`src/rtl/daddaPkg.sv`:
```
package daddaPkg;
  localparam int OPW  = 8;
  localparam int COLS = 2 * OPW;
  localparam int MAXH = OPW;

  typedef logic [MAXH-1:0] colBits_t;
  typedef colBits_t [COLS-1:0] matrix_t;

  // number of compression stages: entries of the floor(1.5x) sequence below OPW
  function automatic int stageCount();
    int d;
    int n;
    d = 2;
    n = 0;
    while (d < OPW) begin
      n++;
      d = (d * 3) / 2;
    end
    return n;
  endfunction

  // limit of stage s (s = 0 is the first stage, which has the largest limit)
  function automatic int stageLimit(int s);
    int seq [32];
    int n;
    int d;
    n = 0;
    d = 2;
    while (d < OPW) begin
      seq[n] = d;
      n++;
      d = (d * 3) / 2;
    end
    return seq[n-1-s];
  endfunction

  function automatic int initHeight(int c);
    if (c < OPW) return c + 1;
    else if (c < 2 * OPW - 1) return 2 * OPW - 1 - c;
    else return 0;
  endfunction

  // kind 0: height of column c entering stage s
  // kind 1: full adders in column c of stage s, kind 2: half adders
  function automatic int plan(int s, int c, int kind);
    int h  [COLS];
    int nh [COLS];
    int fa [COLS];
    int ha [COLS];
    int cin;
    int tot;
    int lim;
    int e;
    for (int k = 0; k < COLS; k++) h[k] = initHeight(k);
    for (int st = 0; st <= s; st++) begin
      if (kind == 0 && st == s) return h[c];
      lim = stageLimit(st);
      cin = 0;
      for (int k = 0; k < COLS; k++) begin
        tot = h[k] + cin;
        if (tot > lim) begin
          e = tot - lim;
          fa[k] = e / 2;
          ha[k] = e % 2;
        end else begin
          fa[k] = 0;
          ha[k] = 0;
        end
        nh[k] = h[k] - 2 * fa[k] - ha[k] + cin;
        cin = fa[k] + ha[k];
      end
      if (st == s) return (kind == 1) ? fa[c] : ha[c];
      for (int k = 0; k < COLS; k++) h[k] = nh[k];
    end
    return 0;
  endfunction
endpackage

```
`src/rtl/ppMatrix.sv`:
```
module ppMatrix
  import daddaPkg::*;
(
  input  logic [OPW-1:0] mulA,
  input  logic [OPW-1:0] mulB,
  output matrix_t        ppCols
);
  // bit i of mulB times bit j of mulA lands in column i+j
  for (genvar i = 0; i < OPW; i++) begin : g_row
    for (genvar j = 0; j < OPW; j++) begin : g_bit
      localparam int ROW = (i + j < OPW) ? i : OPW - 1 - j;
      assign ppCols[i+j][ROW] = mulA[j] & mulB[i];
    end
  end

  for (genvar c = 0; c < COLS; c++) begin : g_fill
    for (genvar p = initHeight(c); p < MAXH; p++) begin : g_zero
      assign ppCols[c][p] = 1'b0;
    end
  end
endmodule

```
`src/rtl/daddaStage.sv`:
```
module daddaStage
  import daddaPkg::*;
#(
  parameter int STAGE = 0
) (
  input  matrix_t colsIn,
  output matrix_t colsOut
);
  for (genvar c = 0; c < COLS; c++) begin : g_col
    localparam int H_IN  = plan(STAGE, c, 0);
    localparam int N_FA  = plan(STAGE, c, 1);
    localparam int N_HA  = plan(STAGE, c, 2);
    localparam int N_S   = N_FA + N_HA;
    localparam int USED  = 3 * N_FA + 2 * N_HA;
    localparam int PASS  = H_IN - USED;
    localparam int PREV  = (c > 0) ? c - 1 : 0;
    localparam int P_FA  = (c > 0) ? plan(STAGE, PREV, 1) : 0;
    localparam int P_HA  = (c > 0) ? plan(STAGE, PREV, 2) : 0;
    localparam int OUT_H = PASS + N_S + P_FA + P_HA;

    // untouched bits move down to the lowest rows
    for (genvar p = 0; p < PASS; p++) begin : g_pass
      assign colsOut[c][p] = colsIn[c][USED+p];
    end
    // sums of this column's counters, lowest-weight bits consumed first
    for (genvar k = 0; k < N_FA; k++) begin : g_faSum
      assign colsOut[c][PASS+k] = colsIn[c][3*k] ^ colsIn[c][3*k+1] ^ colsIn[c][3*k+2];
    end
    for (genvar k = 0; k < N_HA; k++) begin : g_haSum
      assign colsOut[c][PASS+N_FA+k] = colsIn[c][3*N_FA+2*k] ^ colsIn[c][3*N_FA+2*k+1];
    end
    // carries arriving from the counters of the column below
    if (c > 0) begin : g_cin
      for (genvar k = 0; k < P_FA; k++) begin : g_faCy
        assign colsOut[c][PASS+N_S+k] =
          (colsIn[PREV][3*k] & colsIn[PREV][3*k+1]) |
          (colsIn[PREV][3*k] & colsIn[PREV][3*k+2]) |
          (colsIn[PREV][3*k+1] & colsIn[PREV][3*k+2]);
      end
      for (genvar k = 0; k < P_HA; k++) begin : g_haCy
        assign colsOut[c][PASS+N_S+P_FA+k] =
          colsIn[PREV][3*P_FA+2*k] & colsIn[PREV][3*P_FA+2*k+1];
      end
    end
    for (genvar p = OUT_H; p < MAXH; p++) begin : g_zero
      assign colsOut[c][p] = 1'b0;
    end
  end

  // the compression must not change the value the matrix represents
  always_comb begin
    int unsigned inSum;
    int unsigned outSum;
    inSum  = 0;
    outSum = 0;
    for (int c = 0; c < COLS; c++) begin
      for (int r = 0; r < MAXH; r++) begin
        if (colsIn[c][r])  inSum  += (32'd1 << c);
        if (colsOut[c][r]) outSum += (32'd1 << c);
      end
    end
    assert_weight_kept_R7: assert (inSum == outSum)
      else $error("stage %0d weighted sum %0d -> %0d", STAGE, inSum, outSum);
  end
endmodule

```
`src/rtl/rippleCpa.sv`:
```
module rippleCpa #(
  parameter int W = 15
) (
  input  logic [W-1:0] addX,
  input  logic [W-1:0] addY,
  output logic [W:0]   addSum
);
  logic [W:0] carry;
  assign carry[0] = 1'b0;

  for (genvar i = 0; i < W; i++) begin : g_fa
    assign addSum[i]  = addX[i] ^ addY[i] ^ carry[i];
    assign carry[i+1] = (addX[i] & addY[i]) | (carry[i] & (addX[i] ^ addY[i]));
  end
  assign addSum[W] = carry[W];
endmodule

```
`src/rtl/daddaMul.sv`:
```
module daddaMul
  import daddaPkg::*;
(
  input  logic [OPW-1:0]  opA,
  input  logic [OPW-1:0]  opB,
  output logic [COLS-1:0] product
);
  localparam int NSTG = stageCount();

  matrix_t stageMat [NSTG+1];
  logic [COLS-2:0] rowX;
  logic [COLS-2:0] rowY;

  ppMatrix u_pp (
    .mulA  (opA),
    .mulB  (opB),
    .ppCols(stageMat[0])
  );

  for (genvar s = 0; s < NSTG; s++) begin : g_stage
    daddaStage #(.STAGE(s)) u_stage (
      .colsIn (stageMat[s]),
      .colsOut(stageMat[s+1])
    );
  end

  for (genvar c = 0; c < COLS - 1; c++) begin : g_rows
    assign rowX[c] = stageMat[NSTG][c][0];
    assign rowY[c] = stageMat[NSTG][c][1];
  end

  rippleCpa #(.W(COLS - 1)) u_cpa (
    .addX  (rowX),
    .addY  (rowY),
    .addSum(product)
  );

  // the reduction leaves at most two rows and nothing in the top column
  always_comb begin
    logic extra;
    extra = |stageMat[NSTG][COLS-1];
    for (int c = 0; c < COLS - 1; c++) extra |= |(stageMat[NSTG][c] >> 2);
    assert_final_two_rows_R8: assert (!extra)
      else $error("final matrix deeper than two rows");
  end

  always_comb begin
    if (opA == '0 || opB == '0) begin
      assert_zero_operand_R3: assert (product == '0)
        else $error("zero operand gave %0h", product);
    end
    if (opB == OPW'(1)) begin
      assert_unit_operand_R4: assert (product == {{OPW{1'b0}}, opA})
        else $error("unit operand gave %0h", product);
    end
    for (int k = 0; k < OPW; k++) begin
      if (opB == (OPW'(1) << k)) begin
        assert_shift_R5: assert (product == ({{OPW{1'b0}}, opA} << k))
          else $error("power-of-two operand gave %0h", product);
      end
    end
    if (product[COLS-1]) begin
      assert_top_bit_R6: assert (opA[OPW-1] && opB[OPW-1])
        else $error("top product bit without both operand msbs");
    end
  end
endmodule

```
`config.mk`:
```
export PLATFORM = sky130hd
export DESIGN_NAME = daddaMul
export DESIGN_NICKNAME = d
export VERILOG_FILES = /design/src/rtl/daddaPkg.sv /design/src/rtl/ppMatrix.sv /design/src/rtl/daddaStage.sv /design/src/rtl/rippleCpa.sv /design/src/rtl/daddaMul.sv
export SDC_FILE = /design/constraint.sdc
export NUM_CORES = 1
export LEC_CHECK = 0
export BUFFER_PORTS_ARGS = -buffer_cell sky130_fd_sc_hd__buf_2
export CORE_UTILIZATION = 60
export DETAILED_ROUTE_END_ITERATION = 8
export PLACE_DENSITY = 0.79
export SLEW_MARGIN = 0
export SYNTH_ARGS = -nofsm -noshare
export SYNTH_HDL_FRONTEND = slang
export SYNTH_HIERARCHICAL = 1
export SYNTH_SLANG_ARGS = --single-unit
```
`constraint.sdc`:
```
create_clock -name vclk -period 15.05
set_input_delay 2.2575 -clock vclk [all_inputs]
set_output_delay 2.2575 -clock vclk [all_outputs]
set_load 0.01 [all_outputs]
```
# == Yosys cells after proc, flatten, opt, wreduce, memory -nomap -nowiden ==
# Index checks and enable logic that the tools add are counted.
# op_classes
n_bitwise,390
# ops
operator,n
1-bit bitwise AND,203
1-bit bitwise XOR,104
1-bit OR,83
# word_totals
elab_cells,390
regBits,0
out_inout_bits,16
inputBits,16

# == Longest topological paths before layout ==
# Gate-level depths: netlist of the first run.
# logic_depth
depth_word,29
depth_mapped,24
depth_no_buf,20

# == Hierarchy ==
# The synthesis of the first run kept the hierarchy.
# modules_own_cells
module,seq_area_each_um2,n_inst,cells_per_inst,area_per_inst_um2
daddaStage (g_stage[1].u_stage),0.0,1,115,1019.7
daddaStage (g_stage[3].u_stage),0.0,1,117,1017.2
daddaStage (g_stage[2].u_stage),0.0,1,119,1007.2
daddaStage (g_stage[0].u_stage),0.0,1,123,972.2
ppMatrix,0.0,1,129,884.6
rippleCpa,0.0,1,25,330.3

# == Worst setup path before layout of the first run ==
# Ideal clock, no wire load.
# synth_timing
path_kind,input to output
startpoint,input opA[1]
endpoint,output product[14]
path_buffers,4
stages,23
slack_ps,4601
arrival_time_ps,8191
required_time_ps,12793
cell_sequence,and2_1 buf_4 buf_4 buf_4 buf_4 inv_1 fa_1 inv_1 fa_1 fa_1 fa_1 fa_1 fa_1 fa_1 fa_1 fa_1 fa_1 fa_1 fa_1 fa_1 inv_1 fa_1 inv_1
# synth_rtl
item,line_no,rtl
from (decl),daddaMul.sv:4,"input logic [OPW-1:0] opA,"
to (decl),daddaMul.sv:6,output logic [COLS-1:0] product

==> results of run 1 <==
-- power by group --
group	leakage (nW)	switching (mW)	total (mW)	internal, mW
Clock	0	0	0	0
Combinational	0.856	0.0822	0.154	0.0718
Sequential	0	0	0	0
Total	0.856	0.0822	0.154	0.0718
-- metrics by stage --
| step | cell area, µm² | total power, mW | hold WS, ps |
|---|---|---|---|
| 2_1_floorplan | 2240 | 0.132 | 5110 |
| 3_3_place_gp | 1740 | 0.156 | 5050 |
| 3_5_place_dp | 1740 | 0.159 | 5050 |
| 4_1_cts | 1740 | 0.161 | 5060 |
| 5_1_grt | 1740 | 0.178 | 5110 |
| 6_report | 1740 | 0.154 | 5040 |
-- layout by cell type (no fill, tap or decap) --
cell	count
sky130_fd_sc_hd__and2_1	64
sky130_fd_sc_hd__buf_2	32
sky130_fd_sc_hd__conb_1	1
sky130_fd_sc_hd__fa_1	49
sky130_fd_sc_hd__ha_1	8
sky130_fd_sc_hd__inv_1	10
-- final timing paths --
| check | start | endpoint | slack (ps) | cells after the start |
|---|---|---|---|---|
| setup / recovery | opA[3] | product[14] | 4430 | 19 |
| hold / removal | opA[0] | product[0] | 5040 | 4 |
-- critical path, stage by stage --
cell and delay (ps):
sky130_fd_sc_hd__buf_2 140, sky130_fd_sc_hd__and2_1 160, sky130_fd_sc_hd__ha_1 300, sky130_fd_sc_hd__fa_1 480, sky130_fd_sc_hd__fa_1 460, sky130_fd_sc_hd__fa_1 390, sky130_fd_sc_hd__fa_1 390, sky130_fd_sc_hd__fa_1 390
sky130_fd_sc_hd__fa_1 380, sky130_fd_sc_hd__fa_1 390, sky130_fd_sc_hd__fa_1 390, sky130_fd_sc_hd__fa_1 380, sky130_fd_sc_hd__fa_1 390, sky130_fd_sc_hd__fa_1 430, sky130_fd_sc_hd__fa_1 380, sky130_fd_sc_hd__inv_1 80
sky130_fd_sc_hd__fa_1 400, sky130_fd_sc_hd__inv_1 50, sky130_fd_sc_hd__buf_2 120
-- routing by layer --
| metal | share of wire | vias up |
|---|---|---|
| li1 | - | 457 |
| met1 | 0.40 | 564 |
| met2 | 0.56 | 26 |
| met3 | 0.021 | 4 |
| met4 | 0.014 | 0 |
| met5 | 0 | - |
-- area by class of cell --
type,count,area share
Multi-Input combinational cell,122,0.853
Timing Repair Buffer,32,0.0920
Tap cell,46,0.0331
Inverter,10,0.0216
==> results.md, run 1 <==
### STA
• PnR worst setup slack: 4430 ps
• maximum clock frequency: 94.2 MHz
• minimum clock period: 10620 ps
• total setup violations reported at the end of the flow: 0
• final critical-path share of the clock period: 0.706
• unrepaired setup endpoints after global routing: no
• final count of pins violating max slew: 0
• setup total negative slack: 0 ps
• number of hold violations in the final report: 0

### Floorplan
• floorplan row count: 21
• die outline area: 0.00399 mm²
• y dimension of the die: 63.1 µm
• placeable core area: 0.00347 mm²
• initial standard-cell utilization of the core: 0.647
• top-level I/O count: 32
• die boundary width: 63.1 µm

### Power
• reported leakage power: 0.856 nW
• worst supply voltage drop on vdd: 0.0000572 V
• total power density per cell area: 88.5 mW/mm²

### Place
• dpl cells: 210
• HPWL after DPL: 2750 µm
• worst slack at placement: 4390 ps
• RePlAce Congestion: 0.818
• buffers added on ports: 32

### Clock tree
• number of setup buffers added after CTS: 0
• number of cells upsized or downsized after cts: 0
• quantity of hold-fixing buffers added after cts: 0

### Critical path
• Worst setup EP type: primary output
• largest driver fanout on the critical path: 8
• arrival time worst endpoint: 8360 ps
• critical setup path kind: in2out
• CP startpoint kind: input pin
• CP Data Required Time: 12790 ps

### Layout
• number of nets in the final layout: 239
• Cell Count, Final, Fillers Out: 210
• Seq. cell area: 0 µm²
• Filler Cells Inserted: 345
• ANT cells: 0
• multi-input gate area in the final layout: 0.00149 mm²
• Area Growth Syn to Fin: -22.4%
• layout cells sized above 1: 0.195
• Finished Core Util: 0.502
• count of sequential standard cells: 0
• clock tree buffer count of the final layout: 0

### GRT
• global route hottest layer: met2
• vias in the first global route: 1189
• first-pass GRT wire length: 5330 µm
• pin count of the biggest net entering global routing: 9
• met1 demand-to-capacity share in global routing: 0.214
• met3 Resource Use GR: 0.00181
• grt met2 use: 0.329
• grt total ovfl: 0
• Tot GR Track Use: 0.170
• antenna violations before repair: 0

### Run
• Maximum Capacitance Violations: 0

### Routing
• residual antenna-violating net count after detailed routing: 0
• total number of vias: 1051
• sum of routed wire length over all layers: 3030 µm
• Residual DRC: 0
• Via density: 5.00
• number of detailed-routing iterations run before antenna repair: 4
• initial DRC count: 30
• wire length per cell after detailed routing: 14.4 µm

### Yosys
• post-synthesis cell count: 228
• Synth Net Count: 301
• combined area of all synthesized cells: 0.00224 mm²
• warning count from the yosys run: 6
• Avg Cell Area, Syn: 9.84 µm²

### Hold path
• path category of the worst min-delay check: in2out

### Outcome
• result of the run: finished, final reports clean

Note: power is estimated with default switching activity, not from simulation.
==> inputs of run 2 (changes only) <==
- CORE_UTILIZATION: 60 -> 59
- PLACE_DENSITY: 0.79 -> 0.81
- clock period: 15.05 -> 9 ns (I/O delays scaled with it)
==> run 2 against run 1 <==
Effect of this change: cell count rose by 0.95%; power rose by 67%; critical path depth did not move; via count fell by 3.3%; non-clock buffer count did not move; critical endpoint unchanged; largest power group unchanged; highest routed layer is now met3.
==> results.md, run 2 (synthesis results as in run 1) <==
### Outcome
• result of the run: finished, final reports clean

### STA
• total setup violations reported at the end of the flow: 0, unchanged
• setup total negative slack: 0 ps, unchanged
• unrepaired setup endpoints after global routing: no
• smallest hold slack: 3210 ps, -1830 ps
• maximum clock frequency: 115 MHz
• final count of pins violating max slew: 0, unchanged
• minimum clock period: 8730 ps
• number of hold violations in the final report: 0, unchanged
• final critical-path share of the clock period: 0.969

### Routing
• sum of routed wire length over all layers: 2960 µm, -2.1%
• total number of vias: 1016, -3.3%
• Residual DRC: 0, unchanged
• initial DRC count: 22, -27%
• residual antenna-violating net count after detailed routing: 0, unchanged
• number of detailed-routing iterations run before antenna repair: 2, -2
• wire length per cell after detailed routing: 14.0 µm, -3.1%
• Via density: 4.79, -4.2%

### Layout
• Seq. cell area: 0 µm², unchanged
• count of sequential standard cells: 0, unchanged
• number of nets in the final layout: 239, unchanged
• multi-input gate area in the final layout: 0.00149 mm², +0.34%
• layout cells sized above 1: 0.207, +0.0122
• commonest cells after routing, fill and taps aside: sky130_fd_sc_hd__and2_1 (64), sky130_fd_sc_hd__fa_1 (47), sky130_fd_sc_hd__buf_2 (32), sky130_fd_sc_hd__inv_1 (10), sky130_fd_sc_hd__ha_1 (8)
• Cell Count, Final, Fillers Out: 212, +0.95%
• Area Growth Syn to Fin: -22.1%
• clock tree buffer count of the final layout: 0, unchanged
• most common library cell in the layout ignoring fill and taps: sky130_fd_sc_hd__and2_1
• ANT cells: 0, unchanged
• Filler Cells Inserted: 348, +0.87%

### Place
• HPWL after DPL: 2600 µm, -5.5%
• buffers added on ports: 32, unchanged
• RePlAce Congestion: 0.824, +0.83%
• dpl cells: 212, +0.95%

### Power
• internal cell power: 0.119 mW, +66%
• reported leakage power: 0.853 nW, -0.32%
• clock network power share: 0, unchanged
• total power density per cell area: 147 mW/mm², +66%
• Flop pwr share: 0, unchanged
• worst supply voltage drop on vdd: 0.000114 V, +99%
• combinational power share: 1.000, about the same
• net load switching power: 0.138 mW, +68%
• switching power share of the total: 0.536, +0.00248

### Hold path
• startpoint of the most critical hold path: opB[0]
• endpoint of the worst hold path: product[0]
• path category of the worst min-delay check: in2out
• cell depth of the worst min-delay path: 4, unchanged

### Floorplan
• floorplan row count: 22, +4.8%
• placeable core area: 0.00366 mm², +5.6%
• die outline area: 0.00405 mm², +1.7%
• die boundary width: 63.7 µm, +0.82%
• y dimension of the die: 63.7 µm, +0.82%
• initial standard-cell utilization of the core: 0.613, -0.0340
• top-level I/O count: 32, unchanged

### Clock tree
• number of setup buffers added after CTS: 0, unchanged

### GRT
• pin count of the biggest net entering global routing: 9, unchanged
• vias in the first global route: 1224, +2.9%
• first-pass GRT wire length: 5420 µm, +1.7%
• Tot GR Track Use: 0.171, +0.00107
• grt total ovfl: 0, unchanged
• antenna violations before repair: 0, unchanged

### Critical path
• critical setup path kind: in2out
• Critical Path Max Stage Delay: 470 ps, about the same
• cells along the critical path: buf_2 > and2_1 > ha_1 > fa_1 > fa_1 > fa_1 > fa_1 > fa_1 > fa_1 > fa_1 > fa_1 > fa_2 > fa_2 > fa_1 > fa_1 > inv_1 > fa_1 > inv_1 > buf_2
• cell repeated most along the worst path: sky130_fd_sc_hd__fa_1
• buffers and inverters on the worst path: 4, unchanged
• CP Data Required Time: 7650 ps, -5140 ps
• Worst path top cell family by delay: adder cells
• CP startpoint kind: input pin
• Worst setup EP type: primary output
• largest driver fanout on the critical path: 8, unchanged
• arrival time worst endpoint: 7380 ps, -980 ps
• slowest stage cell, crit path: sky130_fd_sc_hd__fa_1

### Run
• Maximum Capacitance Violations: 0, unchanged

-- run 2: cell counts in the layout (fill, tap and decap cells not counted) --
Identical to the previous run, type by type.
-- run 2: per-stage QoR --
step	total power, mW	instance area, µm²	utilization	worst slack, ps
6_report	0.257	1750	0.477	275
5_1_grt	0.302	1750	0.477	20.2
4_1_cts	0.263	1740	0.476	144
3_5_place_dp	0.261	1740	0.476	146
3_3_place_gp	0.254	1740	0.476	251
2_1_floorplan	0.220	2240	-	366
-- run 2: routing by layer --
layer / track usage / wire length [µm] / part of all wire
met3: 0.00181 / 70 / 0.024
met5: 0 / 0 / 0
met2: 0.342 / 1660 / 0.56
met1: 0.214 / 1230 / 0.42
met4: 0 / 0 / 0
-- run 2: worst max-delay path by stage --
stage,end,cells after the start,from
finish,product[14],19,opA[3]
global route,product[14],19,opA[2]
CTS,product[14],19,opA[3]
detailed placement,product[14],19,opA[3]
global placement,product[14],18,opA[5]
floorplan,product[14],23,opA[1]
-- run 2: final cells by class --
cell class	instances	area share
Inverter	10	0.0215
Multi-Input combinational cell	122	0.853
Tap cell	48	0.0344
Timing Repair Buffer	32	0.0916
-- run 2: what timing repair did --
item,in CTS,in global routing
setup endpoints to repair,0,1
hold buffers,0,0
gates resized for setup,0,2
-- run 2: worst min-delay path: cells and delay by family --
kind,cells,cell delay (ps)
buf+inv,2,260
simple gates,1,140
fa+ha+maj,1,120
-- run 2: power by group through the flow --
| stage | combinational, mW | clock, mW | sequential (mW) |
|---|---|---|---|
| 6_report | 0.257 | 0 | 0 |
| 5_1_grt | 0.302 | 0 | 0 |
| 4_1_cts | 0.263 | 0 | 0 |
| 3_5_place_dp | 0.261 | 0 | 0 |
| 3_3_place_gp | 0.254 | 0 | 0 |
| 2_1_floorplan | 0.220 | 0 | 0 |
